<file path="src/rtl/motor_drive_mod.sv">
module motor_drive_mod #(
  parameter int DW = 12,
  parameter int MW = 8
) (
  input  logic                 clk,
  input  logic                 rst_n,
  input  logic [1:0]           ctrl_mode,
  input  logic                 ctrl_pdm,
  input  logic                 ctrl_ovf_cut,
  input  logic [MW-1:0]        fixed_level,
  input  logic signed [DW-1:0] demand,
  output logic                 drv_fwd,
  output logic                 drv_rev,
  output logic                 sw_a_close,
  output logic                 sw_b_close,
  output logic                 irq_ovf
);
  localparam logic [1:0] M_OFF   = 2'd0;
  localparam logic [1:0] M_START = 2'd1;
  localparam logic [1:0] M_STOP  = 2'd2;
  localparam logic [1:0] M_LOOP  = 2'd3;
  localparam int FULL = (1 << MW) - 1;

  logic [DW-1:0] dem_u, dem_abs;
  logic          loop_ovf, rev_sel, drive_on, pwm_bit, mod_bit;
  logic [MW-1:0] loop_mag, mag, cnt, acc;
  logic [MW:0]   acc_sum;

  assign dem_u    = demand;
  assign dem_abs  = dem_u[DW-1] ? (~dem_u + 1'b1) : dem_u;
  assign loop_ovf = (ctrl_mode == M_LOOP) && (dem_abs > DW'(FULL));
  assign loop_mag = loop_ovf ? MW'(FULL) : dem_abs[MW-1:0];
  assign drive_on = (ctrl_mode != M_OFF);
  assign rev_sel  = (ctrl_mode == M_STOP) || ((ctrl_mode == M_LOOP) && dem_u[DW-1]);

  always_comb begin
    case (ctrl_mode)
      M_START, M_STOP: mag = fixed_level;
      M_LOOP:          mag = loop_mag;
      default:         mag = '0;
    endcase
  end

  assign acc_sum = {1'b0, acc} + {1'b0, mag};
  assign pwm_bit = (cnt < mag);
  assign mod_bit = ctrl_pdm ? acc_sum[MW] : pwm_bit;

  always_ff @(posedge clk) begin
    if (!rst_n) begin
      cnt        <= '0;
      acc        <= '0;
      drv_fwd    <= 1'b0;
      drv_rev    <= 1'b0;
      sw_a_close <= 1'b0;
      sw_b_close <= 1'b0;
      irq_ovf    <= 1'b0;
    end else begin
      cnt        <= cnt + 1'b1;
      acc        <= acc_sum[MW-1:0];
      drv_fwd    <= drive_on && !rev_sel && mod_bit;
      drv_rev    <= drive_on && rev_sel && mod_bit;
      sw_a_close <= drive_on && !(ctrl_ovf_cut && loop_ovf);
      sw_b_close <= drive_on && !(ctrl_ovf_cut && loop_ovf);
      irq_ovf    <= loop_ovf;
    end
  end

  AST_SHUTDOWN_QUIET: assert property (@(posedge clk) disable iff (!rst_n)
    ($past(ctrl_mode) == M_OFF) |-> !(drv_fwd || drv_rev || sw_a_close || sw_b_close || irq_ovf));
  AST_START_NO_REV: assert property (@(posedge clk) disable iff (!rst_n)
    ($past(ctrl_mode) == M_START) |-> !drv_rev);
  AST_STOP_NO_FWD: assert property (@(posedge clk) disable iff (!rst_n)
    ($past(ctrl_mode) == M_STOP) |-> !drv_fwd);
  AST_ONE_LINE: assert property (@(posedge clk) disable iff (!rst_n)
    !(drv_fwd && drv_rev));
  AST_IRQ_ONLY_LOOP: assert property (@(posedge clk) disable iff (!rst_n)
    irq_ovf |-> ($past(ctrl_mode) == M_LOOP));
  AST_CUT_OPENS: assert property (@(posedge clk) disable iff (!rst_n)
    (irq_ovf && $past(ctrl_ovf_cut)) |-> !(sw_a_close || sw_b_close));
endmodule

</file>
<file path="config.mk">
export PLATFORM = sky130hd
export DESIGN_NAME = motor_drive_mod
export DESIGN_NICKNAME = d
export VERILOG_FILES = /design/src/rtl/motor_drive_mod.sv
export SDC_FILE = /design/constraint.sdc
export NUM_CORES = 1
export LEC_CHECK = 0
export CORE_MARGIN = 10
export CORE_UTILIZATION = 56
export CTS_BUF_LIST = sky130_fd_sc_hd__clkbuf_8 sky130_fd_sc_hd__clkbuf_16
export DETAILED_ROUTE_END_ITERATION = 16
export GPL_TIMING_DRIVEN = 1
export MAX_ROUTING_LAYER = met4
export PLACE_DENSITY = 0.95
export SYNTH_ARGS = -nofsm -noshare
export SYNTH_HDL_FRONTEND = slang
export SYNTH_SLANG_ARGS = --single-unit
</file>
<file path="constraint.sdc">
create_clock -name clk -period 10.8 [get_ports clk]
set_input_delay 1.62 -clock clk [delete_from_list [all_inputs] [get_ports clk]]
set_output_delay 1.62 -clock clk [all_outputs]
set_load 0.005 [all_outputs]
</file>
# Word level (Yosys, flattened, before mapping)
# Index checks and enable logic that the tools add are counted.
[word_totals] ff_bits=20 inputBits=26 output_inout_bits=5 wordCells=32
[op_classes] addsub=3 order_cmp=2 eq_ne=3 muxes=4 bitwise_logic=1 n_reduce_logical=13
[ops] cell="$pmux W8 S2" count=1
[ops] cell="$add A12 B1 Y12 const B" count=1
[ops] cell="$gt A12 B8 Y1 const B" count=1
[ops] cell="$mux W12" count=1
[ops] cell="$not A12 Y12" count=1
[ops] cell="$add A8 B8 Y9" count=1
[ops] cell="$add A8 B1 Y8 const B" count=1
[ops] cell="$logic_and A1 B1 Y1" count=8
[ops] cell="$lt A8 B8 Y1" count=1
[ops] cell="$mux W8" count=1
[ops] cell="$eq A2 B2 Y1 const B" count=2
[ops] cell="$eq A2 B1 Y1 const B" count=1
[ops] cell="$logic_not A1 Y1" count=2
[ops] cell="$reduce_bool A2 Y1" count=1
[ops] cell="$reduce_or A2 Y1" count=1
[ops] cell="$logic_or A1 B1 Y1" count=1
[ops] cell="$mux W1" count=1

# Longest topological paths before layout
[depth] depth_word=10 depth_mapped=13 mapped_depth_nobuf=13

# Worst setup path before layout
# No wires, ideal clock.
[synth_timing] path_type="input port to flip-flop" start="input demand[2]" end="register drv_rev" setup_ps=100 t_arrival_ps=4491 required_ps=10700 path_slack_ps=6209 path_stages=11 path_buffers=1 path_cell_list="nor4_4 > a31oi_1 > o32a_1 > buf_2 > a31o_1 > ha_1 > a21o_1 > a21o_1 > a2111oi_2 > a2bb2oi_1 > a2111oi_4"
[synth_via] elab_chain_len=10 word_cells_on_any_way=11 classes_between="2 x add/sub; 2 x order compare; 4 x mux; 1 x bitwise; 2 x reduce/logical"
[synth_lines] item="start, declared" line_no="11" rtl="input logic signed [DW-1:0] demand,"
[synth_lines] item="$not A12 Y12" line_no="30" rtl="assign dem_abs = dem_u[DW-1] ? (~dem_u + 1'b1) : dem_u;"
[synth_lines] item="$add A12 B1 Y12" line_no="30"
[synth_lines] item="$mux W12 *" line_no="30"
[synth_lines] item="$gt A12 B8 Y1" line_no="31" rtl="assign loop_ovf = (ctrl_mode == M_LOOP) && (dem_abs > DW'(FULL));"
[synth_lines] item="$logic_and A1 B1 Y1" line_no="31"
[synth_lines] item="$mux W8 *" line_no="32" rtl="assign loop_mag = loop_ovf ? MW'(FULL) : dem_abs[MW-1:0];"
[synth_lines] item="$pmux W8 S2 *" line_no="37" rtl="case (ctrl_mode)"
[synth_lines] item="$add A8 B8 Y9 / $lt A8 B8 Y1 (equally long branches)" line_no="44, 45"
[synth_lines] item="$mux W1 *" line_no="46" rtl="assign mod_bit = ctrl_pdm ? acc_sum[MW] : pwm_bit;"
[synth_lines] item="$logic_and A1 B1 Y1 *" line_no="61" rtl="drv_rev <= drive_on && rev_sel && mod_bit;"
[synth_lines] item="end signal, assigned" line_no="61"
[synth_lines] item="end, declared" line_no="13" rtl="output logic drv_rev,"
# Every way passes the cells marked *; elsewhere a longest branch is shown, timed or not.
# A chain may end at the register's enable or synchronous reset.

# Worst setup path in the final report
[layout_timing] start="input demand[2]" end="register drv_fwd"
[layout_via] elab_chain_len=10 word_cells_on_any_way=11 classes_between="2 x add/sub; 2 x order compare; 4 x mux; 1 x bitwise; 2 x reduce/logical"
[layout_lines] item="$not A12 Y12" line_no="30"
[layout_lines] item="$add A12 B1 Y12" line_no="30"
[layout_lines] item="$mux W12 *" line_no="30"
[layout_lines] item="$gt A12 B8 Y1" line_no="31"
[layout_lines] item="$logic_and A1 B1 Y1" line_no="31"
[layout_lines] item="$mux W8 *" line_no="32"
[layout_lines] item="$pmux W8 S2 *" line_no="37"
[layout_lines] item="$add A8 B8 Y9 / $lt A8 B8 Y1 (equally long branches)" line_no="44, 45"
[layout_lines] item="$mux W1 *" line_no="46"
[layout_lines] item="$logic_and A1 B1 Y1 *" line_no="60" rtl="drv_fwd <= drive_on && !rev_sel && mod_bit;"
[layout_lines] item="end signal, assigned" line_no="60"
[layout_lines] item="end, declared" line_no="12" rtl="output logic drv_fwd,"
# Marks and branches as above.

==> results.tsv <==
metric	value	unit
fin crit share	0.494	
Area growth syn-to-layout	22.6	%
post-synthesis average cell area	8.38	sq um
first-pass GRT wire length	6770	microns
Post-DP HPWL	3330	microns
Static Leak	0.879	nW
Filler Cell Count	217	
CP Launch Type	input port	
largest net degree at the start of global routing	16	
PwrDens	143	mW/mm^2
post-synthesis cell count	192	
worst vdd ir	145	uV
Die X	73.6	microns
FF-to-FF path depth	7	
Rel. slew slack	0.625	
DR iter-0 viols	168	
max-slew violation count	0	
total power	0.000281	W
RSZ-0062 raised after global routing	false	
CP endpoint kind	flop	
DR vias	1529	
post-route setup TNS	0	ns
Starting Density	0.583	
Final setup viols	0	
Layout Skew	0.00113	ns
Final Worst Setup Slack	5.46	ns
min Tclk post-route	5.34	ns
WS Path Type	in -> reg	
antenna violations before repair	0	
drt drc	0	
worst r2r src	acc[0]	
reg-to-reg critical path endpoint	drv_fwd	
Final nets	268	
Num CTS Buffers	3	
Multi-input gate area	0.00113	sq mm
CTS tree	done	
hold_sp	cnt[0]	
Skew-Pair Late Insertion Delay	0.27	ns
Hold EP	cnt[0]	
root buf cell	clkbuf_8	
Place WS	5.28	ns
Reg clk slew, reported paths	0.08	ns
CTS H-tree lvls	1	
hold path cells	1	
DR WL/cell	17.0	microns
TritonCTS Sinks	20	
design area	0.00197	sq mm
Post-Syn Area	0.00161	sq mm
ANT nets after route	0	
Avg Vias per Cell	6.12	
row count	19	
port bufs	30	
Syn Nets	240	
reg2reg setup slack	8.37	ns
Register Area	400	sq um
Fin. Hold Viols	0	
clock buffer depth	2	
ANT cells	0	
placed inst area	0.00192	sq mm
post-synthesis sequential element count	20	
drt first pass iters	4	
outcome	finished clean	
worst slew pin tran	0.561	ns
drt total wl	4240	microns
Synthesis Warnings	0	
maximum clock rate	187	MHz
sequential area share after synthesis	0.249	
Hold Path Class	reg -> reg	
vias in the first global route	1437	
core area	0.00276	sq mm
CTS Hold Buffers Added	0	
GR Util All Layers	0.160	
CP required	10.94	ns
critical path arrival	5.48	ns
postcts setup bufs	0	
ratio of cells with drive above 1 in the final layout	0.0502	
full die area	0.00542	sq mm
RePlAce Congestion	0.998	
CP max FO	15	
Max-cap violations	0	
gr ovfl total	0	
post_cts resized	0	
die height	73.6	microns
IO Count	31	
Cell variety after synth	44	
## worst max path at each step
stage,cells after the start,slack [ns],endpoint,from
floorplan,11,6.21,drv_rev,demand[2]
global placement,12,5.41,drv_rev,demand[2]
detailed placement,12,5.28,drv_fwd,demand[2]
CTS,12,5.51,drv_fwd,demand[2]
global route,12,5.20,drv_fwd,demand[2]
finish,12,5.46,drv_fwd,demand[2]
## area by class of cell
cell class              count  share of cell area
multi-input cells         153               0.574
clock buffers               4              0.0279
inverters                  12              0.0228
flip-flops and latches     20               0.203
repair buffers             30               0.152
well taps                  31              0.0197
## registers in the layout, summed over array words and instances, names as in the netlist
name and flops:
drv_fwd 1, sw_b_close 1, acc 8, drv_rev 1
irq_ovf 1, cnt 8
## through the flow
stage          instances  hold slack (ns)  utilization
2_1_floorplan        192            0.438            -
3_3_place_gp         246            0.458        0.695
3_5_place_dp         246            0.469        0.695
4_1_cts              250            0.490        0.715
5_1_grt              250            0.529        0.715
6_report             250            0.484        0.715
## worst max-delay path, stage by stage
cell	delay [ns]
clkdlybuf4s50_1	0.52
nor4_4	0.45
o2111a_1	0.25
o32a_1	0.48
a21oi_1	0.13
ha_1	0.24
fa_1	0.46
a211oi_1	0.34
o21ai_1	0.14
a311oi_1	0.29
a2bb2oi_1	0.40
a21oi_1	0.15
## power breakdown
part | internal, W | switching [W] | total, W | leakage [nW]
Combinational | 0.0000603 | 0.0000670 | 0.000127 | 0.685
Sequential | 0.0000875 | 0.00000620 | 0.0000937 | 0.165
Clock | 0.0000326 | 0.0000278 | 0.0000604 | 0.0288
Total | 0.000180 | 0.000101 | 0.000281 | 0.879
## cells by family (layout without fill, tap and decap cells)
logic type	after synthesis	count (layout)	share of synthesized area
adder cells (fa/ha/maj)	22	22	0.176
AO/OA/AOI/OAI	54	54	0.256
flip-flops	20	20	0.249
XOR/XNOR	15	15	0.0817
AND/OR/NAND/NOR	62	62	0.191
buffers and inverters	19	46	0.0474
## synthesized netlist by cell type, drive strengths merged
library cell / count / share of area
o32a: 1 / 0.0062
dfxtp: 20 / 0.25
buf: 3 / 0.010
and2: 3 / 0.012
o211ai: 3 / 0.014
a31oi: 6 / 0.023
nor2b: 1 / 0.0039
a41oi: 1 / 0.0054
nor4: 1 / 0.013
a22oi: 1 / 0.0047
a21boi: 1 / 0.0047
o41ai: 1 / 0.0054
a31o: 7 / 0.038
nor3: 5 / 0.016
o31ai: 2 / 0.0093
nand3: 5 / 0.016
nand4: 1 / 0.0039
nand2: 18 / 0.042
o2111a: 1 / 0.0070
ha: 21 / 0.16
nand2b: 1 / 0.0039
and3: 4 / 0.016
clkbuf: 4 / 0.0093
xor2: 8 / 0.044
a2bb2oi: 1 / 0.0054
a2111oi: 2 / 0.026
a21o: 5 / 0.023
a21oi: 9 / 0.028
a311oi: 2 / 0.011
nor2: 21 / 0.049
o21a: 1 / 0.0047
a211oi: 3 / 0.014
fa: 1 / 0.012
xnor2: 7 / 0.038
a41o: 1 / 0.0062
nand3b: 1 / 0.012
o21ai: 6 / 0.019
or2: 1 / 0.0039
inv: 12 / 0.028
## per-layer routing
layer	vias to the layer above	GRT usage	share of wire
met3	9	0.0283	0.061
met4	0	0.0621	0.022
met5	-	-	0
met2	52	0.253	0.49
li1	748	-	-
met1	720	0.196	0.43
## cell usage in the layout, fill, tap and decap left out, types with 5 or more instances in the layout
cell type / instances
ha_1: 21
a21oi_1: 9
a31o_1: 7
clkdlybuf4s50_1: 30
nand3_1: 5
nor3_1: 5
nor2_1: 21
a31oi_1: 6
nand2_1: 18
xnor2_1: 7
xor2_1: 8
inv_1: 10
dfxtp_1: 20
a21o_1: 5
Power figures use the tool's default switching activity.
